==> config.mk <==
export PLATFORM = sky130hd
export DESIGN_NAME = flag_branch_unit
export DESIGN_NICKNAME = d
export VERILOG_FILES = /design/src/rtl/fbu_pkg.sv /design/src/rtl/fbu_decode.sv /design/src/rtl/fbu_flag_reg.sv /design/src/rtl/fbu_branch.sv /design/src/rtl/flag_branch_unit.sv
export SDC_FILE = /design/constraint.sdc
export NUM_CORES = 1
export LEC_CHECK = 0
export ABC_CLOCK_PERIOD_IN_PS = 7900
export CAP_MARGIN = 20
export CORE_MARGIN = 2
export CORE_UTILIZATION = 40
export DETAILED_ROUTE_END_ITERATION = 7
export DONT_BUFFER_PORTS = 1
export GPL_TIMING_DRIVEN = 0
export PLACE_DENSITY_LB_ADDON = 0.3
export SYNTH_ARGS = -nofsm -noshare
export SYNTH_HDL_FRONTEND = slang
export SYNTH_SLANG_ARGS = --single-unit
==> constraint.sdc <==
create_clock -name clk_i -period 7.9 [get_ports clk_i]
set_input_delay 0.395 -clock clk_i [delete_from_list [all_inputs] [get_ports clk_i]]
set_output_delay 0.395 -clock clk_i [all_outputs]
set_load 0.01 [all_outputs]
==> src/rtl/fbu_pkg.sv <==
package fbu_pkg;
  localparam int FLAG_W    = 8;
  localparam int IDX_W     = 3;
  localparam int INSTR_W   = 16;
  localparam int OFF_W     = 7;
  localparam int OFF_LSB   = 3;
  localparam int OP_W      = 3;
  localparam logic [7:0] FLAG_PREFIX = 8'b1001_0100;
  localparam logic [3:0] FLAG_TAIL   = 4'b1000;
  localparam logic [4:0] BR_PREFIX   = 5'b11110;

  typedef enum logic [OP_W-1:0] {
    OP_NONE = 3'd0,
    OP_FSET = 3'd1,
    OP_FCLR = 3'd2,
    OP_BSET = 3'd3,
    OP_BCLR = 3'd4
  } fbu_op_e;
endpackage

==> src/rtl/fbu_decode.sv <==
module fbu_decode
  import fbu_pkg::*;
(
  input  logic                 valid_i,
  input  logic [INSTR_W-1:0]   instr_i,
  output fbu_op_e              op_o,
  output logic [IDX_W-1:0]     idx_o,
  output logic [OFF_W-1:0]     off_o
);
  always_comb begin
    op_o  = OP_NONE;
    idx_o = '0;
    if (valid_i) begin
      if (instr_i[15:8] == FLAG_PREFIX && instr_i[3:0] == FLAG_TAIL) begin
        op_o  = instr_i[7] ? OP_FCLR : OP_FSET;
        idx_o = instr_i[6:4];
      end else if (instr_i[15:11] == BR_PREFIX) begin
        op_o  = instr_i[10] ? OP_BCLR : OP_BSET;
        idx_o = instr_i[IDX_W-1:0];
      end
    end
  end

  assign off_o = instr_i[OFF_LSB +: OFF_W];
endmodule

==> src/rtl/fbu_flag_reg.sv <==
module fbu_flag_reg
  import fbu_pkg::*;
(
  input  logic               clk_i,
  input  logic               rst_ni,
  input  fbu_op_e            op_i,
  input  logic [IDX_W-1:0]   idx_i,
  input  logic               alu_we_i,
  input  logic [FLAG_W-1:0]  alu_flags_i,
  output logic [FLAG_W-1:0]  flags_q_o
);
  logic [FLAG_W-1:0] flags_q, flags_d;
  logic              flag_hit;

  assign flag_hit = (op_i == OP_FSET) || (op_i == OP_FCLR);

  // flag instruction wins over ALU write for the whole register
  for (genvar b = 0; b < FLAG_W; b++) begin : g_bit
    always_comb begin
      flags_d[b] = flags_q[b];
      if (flag_hit) begin
        if (idx_i == IDX_W'(b)) flags_d[b] = (op_i == OP_FSET);
      end else if (alu_we_i) begin
        flags_d[b] = alu_flags_i[b];
      end
    end
  end

  always_ff @(posedge clk_i or negedge rst_ni) begin
    if (!rst_ni) flags_q <= '0;
    else         flags_q <= flags_d;
  end

  assign flags_q_o = flags_q;

  assert_set_bit_R2: assert property (@(posedge clk_i) disable iff (!rst_ni)
    (op_i == OP_FSET) |=> flags_q[$past(idx_i)]);

  assert_clr_bit_R3: assert property (@(posedge clk_i) disable iff (!rst_ni)
    (op_i == OP_FCLR) |=> !flags_q[$past(idx_i)]);

  // other bits untouched, ALU write dropped
  assert_only_indexed_R4: assert property (@(posedge clk_i) disable iff (!rst_ni)
    flag_hit |=> ((flags_q ^ $past(flags_q)) & ~(FLAG_W'(1) << $past(idx_i))) == '0);

  assert_alu_load_R4: assert property (@(posedge clk_i) disable iff (!rst_ni)
    (alu_we_i && !flag_hit) |=> flags_q == $past(alu_flags_i));

  assert_idle_hold_R8: assert property (@(posedge clk_i) disable iff (!rst_ni)
    (!alu_we_i && !flag_hit) |=> $stable(flags_q));
endmodule

==> src/rtl/fbu_branch.sv <==
module fbu_branch
  import fbu_pkg::*;
#(
  parameter int PC_W = 16
) (
  input  fbu_op_e             op_i,
  input  logic [IDX_W-1:0]    idx_i,
  input  logic [FLAG_W-1:0]   flags_i,
  input  logic [PC_W-1:0]     pc_i,
  input  logic [OFF_W-1:0]    off_i,
  output logic                taken_o,
  output logic [PC_W-1:0]     target_o,
  output logic [PC_W-1:0]     next_pc_o
);
  localparam int EXT_W = PC_W - OFF_W;

  logic [PC_W-1:0] pc_inc, off_ext;
  logic            sel_bit;

  assign pc_inc   = pc_i + PC_W'(1);
  assign off_ext  = {{EXT_W{off_i[OFF_W-1]}}, off_i};
  assign target_o = pc_inc + off_ext;
  assign sel_bit  = flags_i[idx_i];

  always_comb begin
    unique case (op_i)
      OP_BSET: taken_o = sel_bit;
      OP_BCLR: taken_o = !sel_bit;
      default: taken_o = 1'b0;
    endcase
  end

  assign next_pc_o = taken_o ? target_o : pc_inc;
endmodule

==> src/rtl/flag_branch_unit.sv <==
module flag_branch_unit
  import fbu_pkg::*;
#(
  parameter int PC_W = 16
) (
  input  logic                clk_i,
  input  logic                rst_ni,
  input  logic                instr_valid_i,
  input  logic [15:0]         instr_i,
  input  logic [PC_W-1:0]     pc_i,
  input  logic                alu_we_i,
  input  logic [7:0]          alu_flags_i,
  output logic [7:0]          flags_o,
  output logic                branch_taken_o,
  output logic [PC_W-1:0]     branch_target_o,
  output logic [PC_W-1:0]     next_pc_o,
  output logic [2:0]          op_o,
  output logic [2:0]          flag_idx_o,
  output logic                dual_name_o
);
  fbu_op_e           op;
  logic [IDX_W-1:0]  idx;
  logic [OFF_W-1:0]  off;
  logic [FLAG_W-1:0] flags_q;
  logic              is_branch;

  fbu_decode u_decode (
    .valid_i (instr_valid_i),
    .instr_i (instr_i),
    .op_o    (op),
    .idx_o   (idx),
    .off_o   (off)
  );

  fbu_flag_reg u_flags (
    .clk_i       (clk_i),
    .rst_ni      (rst_ni),
    .op_i        (op),
    .idx_i       (idx),
    .alu_we_i    (alu_we_i),
    .alu_flags_i (alu_flags_i),
    .flags_q_o   (flags_q)
  );

  fbu_branch #(.PC_W(PC_W)) u_branch (
    .op_i      (op),
    .idx_i     (idx),
    .flags_i   (flags_q),
    .pc_i      (pc_i),
    .off_i     (off),
    .taken_o   (branch_taken_o),
    .target_o  (branch_target_o),
    .next_pc_o (next_pc_o)
  );

  assign is_branch   = (op == OP_BSET) || (op == OP_BCLR);
  assign flags_o     = flags_q;
  assign op_o        = op;
  assign flag_idx_o  = idx;
  assign dual_name_o = is_branch && (idx == '0);

  assert_bset_R5: assert property (@(posedge clk_i) disable iff (!rst_ni)
    (op == OP_BSET) |-> branch_taken_o == flags_o[instr_i[2:0]]);

  assert_bclr_R6: assert property (@(posedge clk_i) disable iff (!rst_ni)
    (op == OP_BCLR) |-> branch_taken_o == !flags_o[instr_i[2:0]]);

  assert_fallthru_R7: assert property (@(posedge clk_i) disable iff (!rst_ni)
    !branch_taken_o |-> next_pc_o == pc_i + PC_W'(1));

  assert_no_branch_R8: assert property (@(posedge clk_i) disable iff (!rst_ni)
    !instr_valid_i |-> !branch_taken_o && op_o == 3'd0);

  assert_dual_R9: assert property (@(posedge clk_i) disable iff (!rst_ni)
    dual_name_o |-> instr_i[15:11] == BR_PREFIX && instr_i[2:0] == 3'd0);
endmodule

==> results of run 1 <==
## synth_stat cells (all sizes together) (2+ instances only)
master and number:
a21oi 22, o31ai 3, mux2 14, xnor2 21
nand3 15, nor3b 3, a21boi 2, a21o 10
mux2i 3, nor2 15, nor4bb 2, a211oi 3
nor3 9, nand4 6, and3 6, o21a 2
inv 15, buf 5, dfrtp 8, o21ai 6
nand2 15, xor2 8, nor4b 2, o41ai 3
or2 4, ha 17, and2 4, o211ai 5
## area by class of cell
type | count | area (sq um)
Tap cell | 67 | 83.8
Sequential cell | 8 | 200
Clock buffer | 3 | 41.3
Buffer | 6 | 58.8
Multi-Input combinational cell | 217 | 1630
Fill cell | 488 | 2640
Inverter | 15 | 56.3
Timing Repair Buffer | 1 | 10.0
## power by group through the flow
stage / Sequential, mW / Combinational [mW] / Clock (mW)
detailed placement: 0.0515 / 0.118 / 0
floorplan: 0.0500 / 0.101 / 0
CTS: 0.0509 / 0.120 / 0.0496
global placement: 0.0514 / 0.117 / 0
global route: 0.0517 / 0.133 / 0.0511
finish: 0.0508 / 0.119 / 0.0483
## metrics by stage
| step | instance area, sq um | utilization [%] | hold WS, ns | setup slack [ns] |
|---|---|---|---|---|
| floorplan | 1950 | - | 0.0994 | 4.54 |
| global placement | 2030 | 43.0 | 0.0997 | 4.09 |
| detailed placement | 2030 | 43.0 | 0.0997 | 4.08 |
| CTS | 2080 | 44.1 | 0.369 | 4.06 |
| global route | 2080 | 44.1 | 0.376 | 3.85 |
| finish | 2080 | 44.1 | 0.368 | 4.06 |
## cells by family after synthesis
logic type	after synthesis
muxes	17
AOI/OAI and AO/OA	66
buffers and inverters	21
xor gates and xnor gates	29
DFF	8
and+or+nand+nor	87
adders and majority gates	18
## worst max-delay path, stage by stage
cell and delay, ns:
ha_1 0.20, and3_1 0.24, nand3_1 0.11, xnor2_1 0.20, ha_1 0.32, and3_1 0.21, and3_1 0.18, o211ai_1 0.09
nand2_1 0.10, o41ai_1 0.71, o211ai_1 0.33, mux2_4 0.35
## path summary, 6_finish.rpt
kind                       slack (ns)  cells past startpoint                               end
max                              4.06                     12                     next_pc_o[14]
min                              0.37                      2  u_flags.flags_q_o[2]$_DFFE_PN0P_
max reg2reg                      7.16                      2  u_flags.flags_q_o[0]$_DFFE_PN0P_
min reg2reg                      0.59                      2  u_flags.flags_q_o[6]$_DFFE_PN0P_
max in group asynchronous        7.11                      1  u_flags.flags_q_o[6]$_DFFE_PN0P_
min in group asynchronous        0.52                      1  u_flags.flags_q_o[1]$_DFFE_PN0P_
## placed cells by master, fill, tap and decap left out, types with 2 or more instances in the layout
master    count
nor2_1       15
nand2_1      15
inv_1        15
o211ai_1      5
dfrtp_1       8
clkbuf_8      3
o41ai_1       3
and2_1        3
buf_6         2
a211oi_1      3
o21a_1        2
a21o_1       10
o21ai_0       6
xor2_1        8
a21boi_0      2
mux2_4        5
nor3_1        9
o31ai_1       3
nand4_1       5
mux2i_1       3
a21oi_1      22
and3_1        6
nor4bb_1      2
xnor2_1      21
nor3b_1       2
nand3_1      15
mux2_2        8
or2_2         4
ha_1         17
## layer usage
metal,vias to the layer above,global-route usage [%]
met4,0,3.43
met5,-,0
met2,71,33.1
met1,857,22.3
met3,4,4.39
li1,923,-
==> flow_summary.toml, run 1 <==
[status]
status = "finished clean"

[cts]
cts_max_level = 1
cts_hold_buf = 1
insertion_delay_ns = 0.23
cts_tree = "yes"
cts_sinks = 8
cts_resized = 0
clk_pin_slew_worst_paths_ns = 0.04
cts_setup_buffers = 0
clock_path_buffers = 2
clockRootBuffer = "clkbuf_8"
numCtsBuffers = 3

[placed_design]
routabilityCongestion = 0.811
placed_cells_incl_taps = 313
port_buffers = 0
dpl.hpwl_um = 4300

[synthesis]
syn-num-nets = 308
synth_edf_count = 0
synth_top_area_share_pct = 10.9
syn_area_sq_um = 1950
async_flop_share_pct = 100
seq_area_frac_synth_pct = 10.3
synth_ff_type = "dfrtp_1"
syn_avg_cell_area_sq_um = 7.91
ys_top_cells_by_area = "ha_1, dfrtp_1, xnor2_1"
synth.distinct_cells = 55
synth_top_family_by_area = "simple AND/OR/NAND/NOR gates"
synth_fa_ha_area_share_pct = 12.0
ys_seq_elements = 8
synth_compound_area_share_pct = 22.6
yosysWarnings = 0
synth_xor_area_share_pct = 13.0
muxShareOfSynthArea_pct = 10.6
synth_cells = 246
yosys.area.top_type = "ha_1"
yosys.area_share.simple_pct = 25.6

[power]
ir_worst_vdd_uv = 87.6
p_seq_share_pct = 23.3
power_frac_clock_pct = 22.1
switching_power_mw = 0.0911
p_int_mw = 0.127
p_sw_share_pct = 41.7
power_frac_comb_pct = 54.6
power_mw = 0.218
power.density_nw_per_um2 = 105
leakagePower_nw = 0.920

[detailed_routing]
vias_per_cell = 5.85
met1_length_um = 2080
dr_wl_met3_um = 424
dr.pass1.iters = 4
avgRoutedWirePerCell_um = 15.9
via_count = 1855
top_layer = "met4"
drc = 0
wl_met2_um = 2500
wl_um = 5040
postRouteAntennaNets = 0
drt_iter0_drc = 48

[worst_hold_path]
hold_class = "primary input to register"
min-delay-start = "alu_flags_i[2]"

[critical_path]
required_ns = 7.51
critPathLaunch = "pc_i[0]"
crit_fanout = 5
reg2reg_from = "u_flags.flags_q_o[0]$_DFFE_PN0P_"
critPathKind = "primary input to output port"
startpoint_type = "primary input"
worstPathArrival_ns = 3.45
end_kind = "output port"

[floorplan]
die_h_um = 73.8
core_sq_um = 4720
rows = 25
die_area_sq_um = 5440
ios = 92
die_w_um = 73.8
initial_core_util_pct = 41.2

[sta]
clock.fmax_mhz = 260
rsz0062_at_grt = "false"
period_needed_ns = 3.84
final-hold-violation-count = 0
fin_crit_sh_pct = 48.6
drv_slew = 0
setup_violations = 0
final.setup_skew_ns = 0
worstMarginPinSlew_ns = 0.784
fin_setup_tns_ns = 0
slew_headroom_pct = 47.0

[grt]
grt_overflow = 0
grt_pass1_wl_um = 8030
first_global_vias = 1805
grt_max_degree = 13
grt.total_usage_pct = 18.4
grt_antenna_before_repair = 0

[final_layout]
nNetsFinal = 314
fin_cells = 317
area_growth_pct = 6.94
largest_register_ffs = 8
diodes = 0
drive_above_1_share_pct = 12.0

[run]
cap_violations = 0
No activity file was read; power rests on OpenSTA's default activity.
==> inputs of run 2 (changes only) <==
ABC_CLOCK_PERIOD_IN_PS = 3100   (was 7900)
clock period = 3.1 ns   (was 7.9 ns; I/O delays follow)
==> run 2 against run 1 <==
Net effect: combinational power rose to 2.6 times the previous value; first-iteration DRC count grew 52%; cell area increased by 1.7%; die area unchanged; via count is 0.38% higher; worst hold slack worse by 0.24 ns; final cell count unchanged; critical endpoint unchanged; register-to-register slack lost 4.8 ns.
==> flow_summary.toml, run 2 (same netlist as run 1, synthesis figures left out) <==
[floorplan]
core_sq_um = 4720
initial_core_util_pct = 41.2
die_area_sq_um = 5440
ios = 92
die_w_um = 73.8
rows = 25
die_h_um = 73.8

[critical_path]
reg2reg_from = "u_flags.flags_q_o[0]$_DFFE_PN0P_"
rrSetupSlack_ns = 2.36
path_cells = "and3_1 -> and3_2 -> nand3_1 -> xnor2_1 -> ha_1 -> a21o_1 -> a21o_1 -> a21o_1 -> o41ai_4 -> o211ai_1 -> mux2_4"
critPathMaxStageDelay_ns = 0.40
critPathLaunch = "pc_i[4]"
startpoint_type = "primary input"
crit_top_cell = "a21o_1"
critPathBufInv = 0
required_ns = 2.94
critPathKind = "primary input to output port"
end_kind = "output port"
reg2reg_to = "u_flags.flags_q_o[0]$_DFFE_PN0P_"
cp_top_family = "compound AO/OA/AOI/OAI gates"
worst-path-stages = 11
worstPathArrival_ns = 2.81
reg2reg_depth = 2
crit_path_top_delay_cell = "o41ai_4"
crit_fanout = 5

[final_layout]
drive_above_1_share_pct = 13.6
nNetsFinal = 314
final_cell_area_sq_um = 2120
fin_cells = 317
area_growth_pct = 8.74
largest_register_ffs = 8
final_cell_mix = "a21oi_1, xnor2_1, ha_1"
diodes = 0
final_common_cell = "a21oi_1"

[sta]
setup_violations = 0
worstMarginPinSlew_ns = 0.453
holdWs_ns = 0.128
final.setup_skew_ns = 0
timing.final.ws_setup_ns = 0.130
drv_slew = 0
final-hold-violation-count = 0
fin_crit_sh_pct = 95.8
clock.fmax_mhz = 337
slew_headroom_pct = 69.6
period_needed_ns = 2.97

[detailed_routing]
via_count = 1862
avgRoutedWirePerCell_um = 16.2
drt_iter0_drc = 73
dr.pass1.iters = 4
vias_per_cell = 5.87
postRouteAntennaNets = 0
wl_um = 5130
top_layer = "met4"
dr_wl_met3_um = 466
wl_met2_um = 2550
met1_length_um = 2070
drc = 0

[placed_design]
dpl.hpwl_um = 4300
postPlaceCellArea_sq_um = 2030
routabilityCongestion = 0.811
post-place-ws_ns = -0.244
placed_cells_incl_taps = 313
port_buffers = 0

[worst_hold_path]
min_to = "u_flags.flags_q_o[2]$_DFFE_PN0P_"
min-delay-start = "alu_flags_i[2]"
hold_depth = 2
hold_class = "primary input to register"

[cts]
clock_path_buffers = 2
numCtsBuffers = 3
cts_sinks = 8
cts_max_level = 1
cts_tree = "yes"
clockRootBuffer = "clkbuf_8"
insertion_delay_ns = 0.23
clk_pin_slew_worst_paths_ns = 0.04
cts_setup_buffers = 0

[grt]
grt_pass1_wl_um = 8070
grt.total_usage_pct = 18.6
grt_overflow = 0
grt_max_degree = 13
first_global_vias = 1807
grt_antenna_before_repair = 0

[power]
ir_worst_vdd_uv = 223
leakagePower_nw = 0.940
power.density_nw_per_um2 = 266

[run]
cap_violations = 0

[status]
status = "finished clean"
## run 2: final cells by class
type	count	area, sq um
fill	490	2610
multi-input combinational	217	1670
sequential	8	200
tap	67	83.8
buffer	6	58.8
inverter	15	56.3
clock buffer	3	41.3
timing repair buffer	1	10.0
## run 2: how the worst max path moves through the flow
stage,slack [ns],to
after global routing,-0.02,next_pc_o[14]
after global placement,-0.23,next_pc_o[14]
after CTS,0.006,next_pc_o[14]
final,0.13,next_pc_o[14]
after floorplan,0.22,next_pc_o[14]
after detailed placement,-0.24,next_pc_o[14]
## run 2: what timing repair did
action                     4_1_cts  5_1_grt
gates cloned                     0        0
pin swaps                        0        2
setup endpoints to repair        2        2
hold endpoints to repair         8        0
hold buffers                     1        0
gates resized for setup          1        4
## run 2: power breakdown
part / switching (mW) / leakage, nW / internal, mW / total (mW)
logic: 0.181 / 0.827 / 0.129 / 0.310
clock network: 0.0392 / 0.0216 / 0.0839 / 0.123
registers: 0.0148 / 0.0911 / 0.115 / 0.129
total: 0.235 / 0.940 / 0.328 / 0.563
## run 2: through the flow
step / total power, mW / utilization, % / setup TNS, ns
floorplan: 0.384 / - / 0
global placement: 0.428 / 43.0 / -0.380
detailed placement: 0.432 / 43.0 / -0.420
CTS: 0.563 / 44.2 / 0
global route: 0.608 / 44.8 / -0.0187
finish: 0.563 / 44.8 / 0
## run 2: metal layers
metal	vias up	GRT usage (%)
li1	925	-
met1	861	22.3
met2	72	33.6
met3	4	4.39
met4	0	3.43
met5	-	0
==> inputs of run 3 (changes only) <==
ABC_CLOCK_PERIOD_IN_PS = 2700   (was 3100)
CORE_MARGIN = 1   (was 2)
REMOVE_ABC_BUFFERS = 1   (was unset)
clock period = 2.7 ns   (was 3.1 ns; I/O delays follow)
==> run 3 against run 2 <==
Net effect: the flow now finishes with violations (negative setup slack); first-iteration DRC count fell by 5.5%; count of clock-buffer cells in the layout unchanged; register-to-register slack worse by 0.39 ns; critical path depth rose by 2; global-route usage rose by 1.2 points; cell area increased by 13%.
==> flow_summary.toml, run 3 (same netlist as run 1, synthesis figures left out) <==
[status]
status = "complete, but fails checks"
failed_checks = "negative setup slack"

[worst_hold_path]
hold_class = "primary input to register"
min-delay-start = "alu_flags_i[6]"
hold_depth = 2
min_to = "u_flags.flags_q_o[6]$_DFFE_PN0P_"

[sta]
worstMarginPinSlew_ns = 0.481
final-hold-violation-count = 0
rsz0062_at_grt = "true"
slew_headroom_pct = 67.8
clock.fmax_mhz = 369
period_needed_ns = 2.71
fin_crit_sh_pct = 100
drv_slew = 0
setup_violations = 2
fin_setup_tns_ns = -0.0109
final.setup_skew_ns = 0
timing.final.ws_setup_ns = -0.00711

[power]
ir_worst_vdd_uv = 276
power.density_nw_per_um2 = 300
leakagePower_nw = 0.988

[floorplan]
die_area_sq_um = 5150
die_h_um = 71.8
die_w_um = 71.8
ios = 92
core_sq_um = 4690
rows = 25
initial_core_util_pct = 41.5

[critical_path]
crit_fanout = 4
startpoint_type = "primary input"
rrSetupSlack_ns = 1.97
reg2reg_depth = 2
reg2reg_to = "u_flags.flags_q_o[5]$_DFFE_PN0P_"
required_ns = 2.57
worstPathArrival_ns = 2.57
reg2reg_from = "u_flags.flags_q_o[5]$_DFFE_PN0P_"
critPathKind = "primary input to output port"
end_kind = "output port"

[cts]
numCtsBuffers = 3
clock_path_buffers = 2
cts_sinks = 8
cts_tree = "yes"
clockRootBuffer = "clkbuf_8"
cts_max_level = 1
clk_pin_slew_worst_paths_ns = 0.04
insertion_delay_ns = 0.23

[final_layout]
largest_register_ffs = 8
final_util_pct = 51.1
multiInputGateArea_sq_um = 1950
final_cell_mix = "a21oi_1, inv_1, nand2_1, xnor2_1, nor2_1"
drive_above_1_share_pct = 26.1
nNetsFinal = 317
nFillCells = 455
register_area_sq_um = 200
final_common_cell = "a21oi_1"
area_growth_pct = 23.1
diodes = 0

[detailed_routing]
vias_per_cell = 6.19
postRouteAntennaNets = 0
dr.pass1.iters = 4
via_count = 1900
drc = 0
avgRoutedWirePerCell_um = 18.2
wl_um = 5600
drt_iter0_drc = 69

[placed_design]
routabilityCongestion = 0.808
dpl.hpwl_um = 4210
port_buffers = 0

[grt]
grt_max_degree = 19
first_global_vias = 1871
grt.total_usage_pct = 19.7
grt_pass1_wl_um = 8160
grt_antenna_before_repair = 0
grt_overflow = 0

[run]
cap_violations = 0
==> run 3: worst max-delay path by stage <==
stage          slack (ns)  depth (start not counted)       endpoint  startpoint
2_1_floorplan       -0.14                         12  next_pc_o[14]     pc_i[4]
3_3_place_gp        -0.60                         12  next_pc_o[14]     pc_i[4]
3_5_place_dp        -0.60                         12  next_pc_o[14]     pc_i[4]
4_1_cts             -0.01                         11  next_pc_o[14]     pc_i[4]
5_1_grt             -0.11                         13  next_pc_o[14]     pc_i[2]
6_report           -0.007                         13  next_pc_o[14]     pc_i[2]
==> run 3: per-stage QoR <==
step | hold slack, ns | power (mW) | cell area (sq um) | setup WS, ns | cells
floorplan | -0.161 | 0.437 | 1890 | -0.140 | 240
global placement | -0.160 | 0.488 | 1960 | -0.601 | 294
detailed placement | -0.160 | 0.491 | 1960 | -0.596 | 294
CTS | 0.104 | 0.675 | 2160 | -0.0137 | 302
global route | 0.119 | 0.767 | 2400 | -0.108 | 307
finish | 0.106 | 0.718 | 2400 | -0.00711 | 307
==> run 3: area by class of cell <==
type	instances	area share [%]
multi-input cells	217	81.5
repair buffers	10	3.24
well taps	54	2.82
inverters	15	2.35
flip-flops and latches	8	8.36
clock buffers	3	1.72
==> run 3: layer usage <==
| layer | routed length (um) | global-route usage (%) | up-vias |
|---|---|---|---|
| met1 | 2160 | 21.8 | 887 |
| met3 | 375 | 4.08 | 7 |
| met4 | 61 | 5.23 | 0 |
| met2 | 3000 | 37.9 | 75 |
| li1 | - | - | 931 |
| met5 | 0 | 0 | - |
==> run 3: worst max-delay path: stages <==
cell and delay [ns]:
and3_4 0.18, and3_4 0.23, nand3_4 0.10, xnor2_4 0.18, ha_4 0.24, and3_4 0.18
and3_4 0.14, o211ai_1 0.09, nand2_1 0.14, o41ai_4 0.37, nand4b_1 0.16, o211ai_1 0.20
mux2_4 0.24
==> run 3: power by group <==
group          internal, mW  switching [mW]  leakage [nW]  total [mW]
Sequential            0.132          0.0173        0.0911       0.149
Combinational         0.195           0.231         0.875       0.426
Clock                0.0966          0.0472        0.0216       0.144
Total                 0.423           0.295         0.988       0.718
==> run 3: repair_timing <==
| action | CTS | global route |
|---|---|---|
| gates resized for setup | 20 | 29 |
| pin swaps | 8 | 20 |
| endpoints found under the setup margin | 18 | 17 |
| endpoints found under the hold margin | 8 | 0 |
| hold buffers | 1 | 0 |
| buffers inserted | 4 | 5 |
| cloned | 0 | 0 |
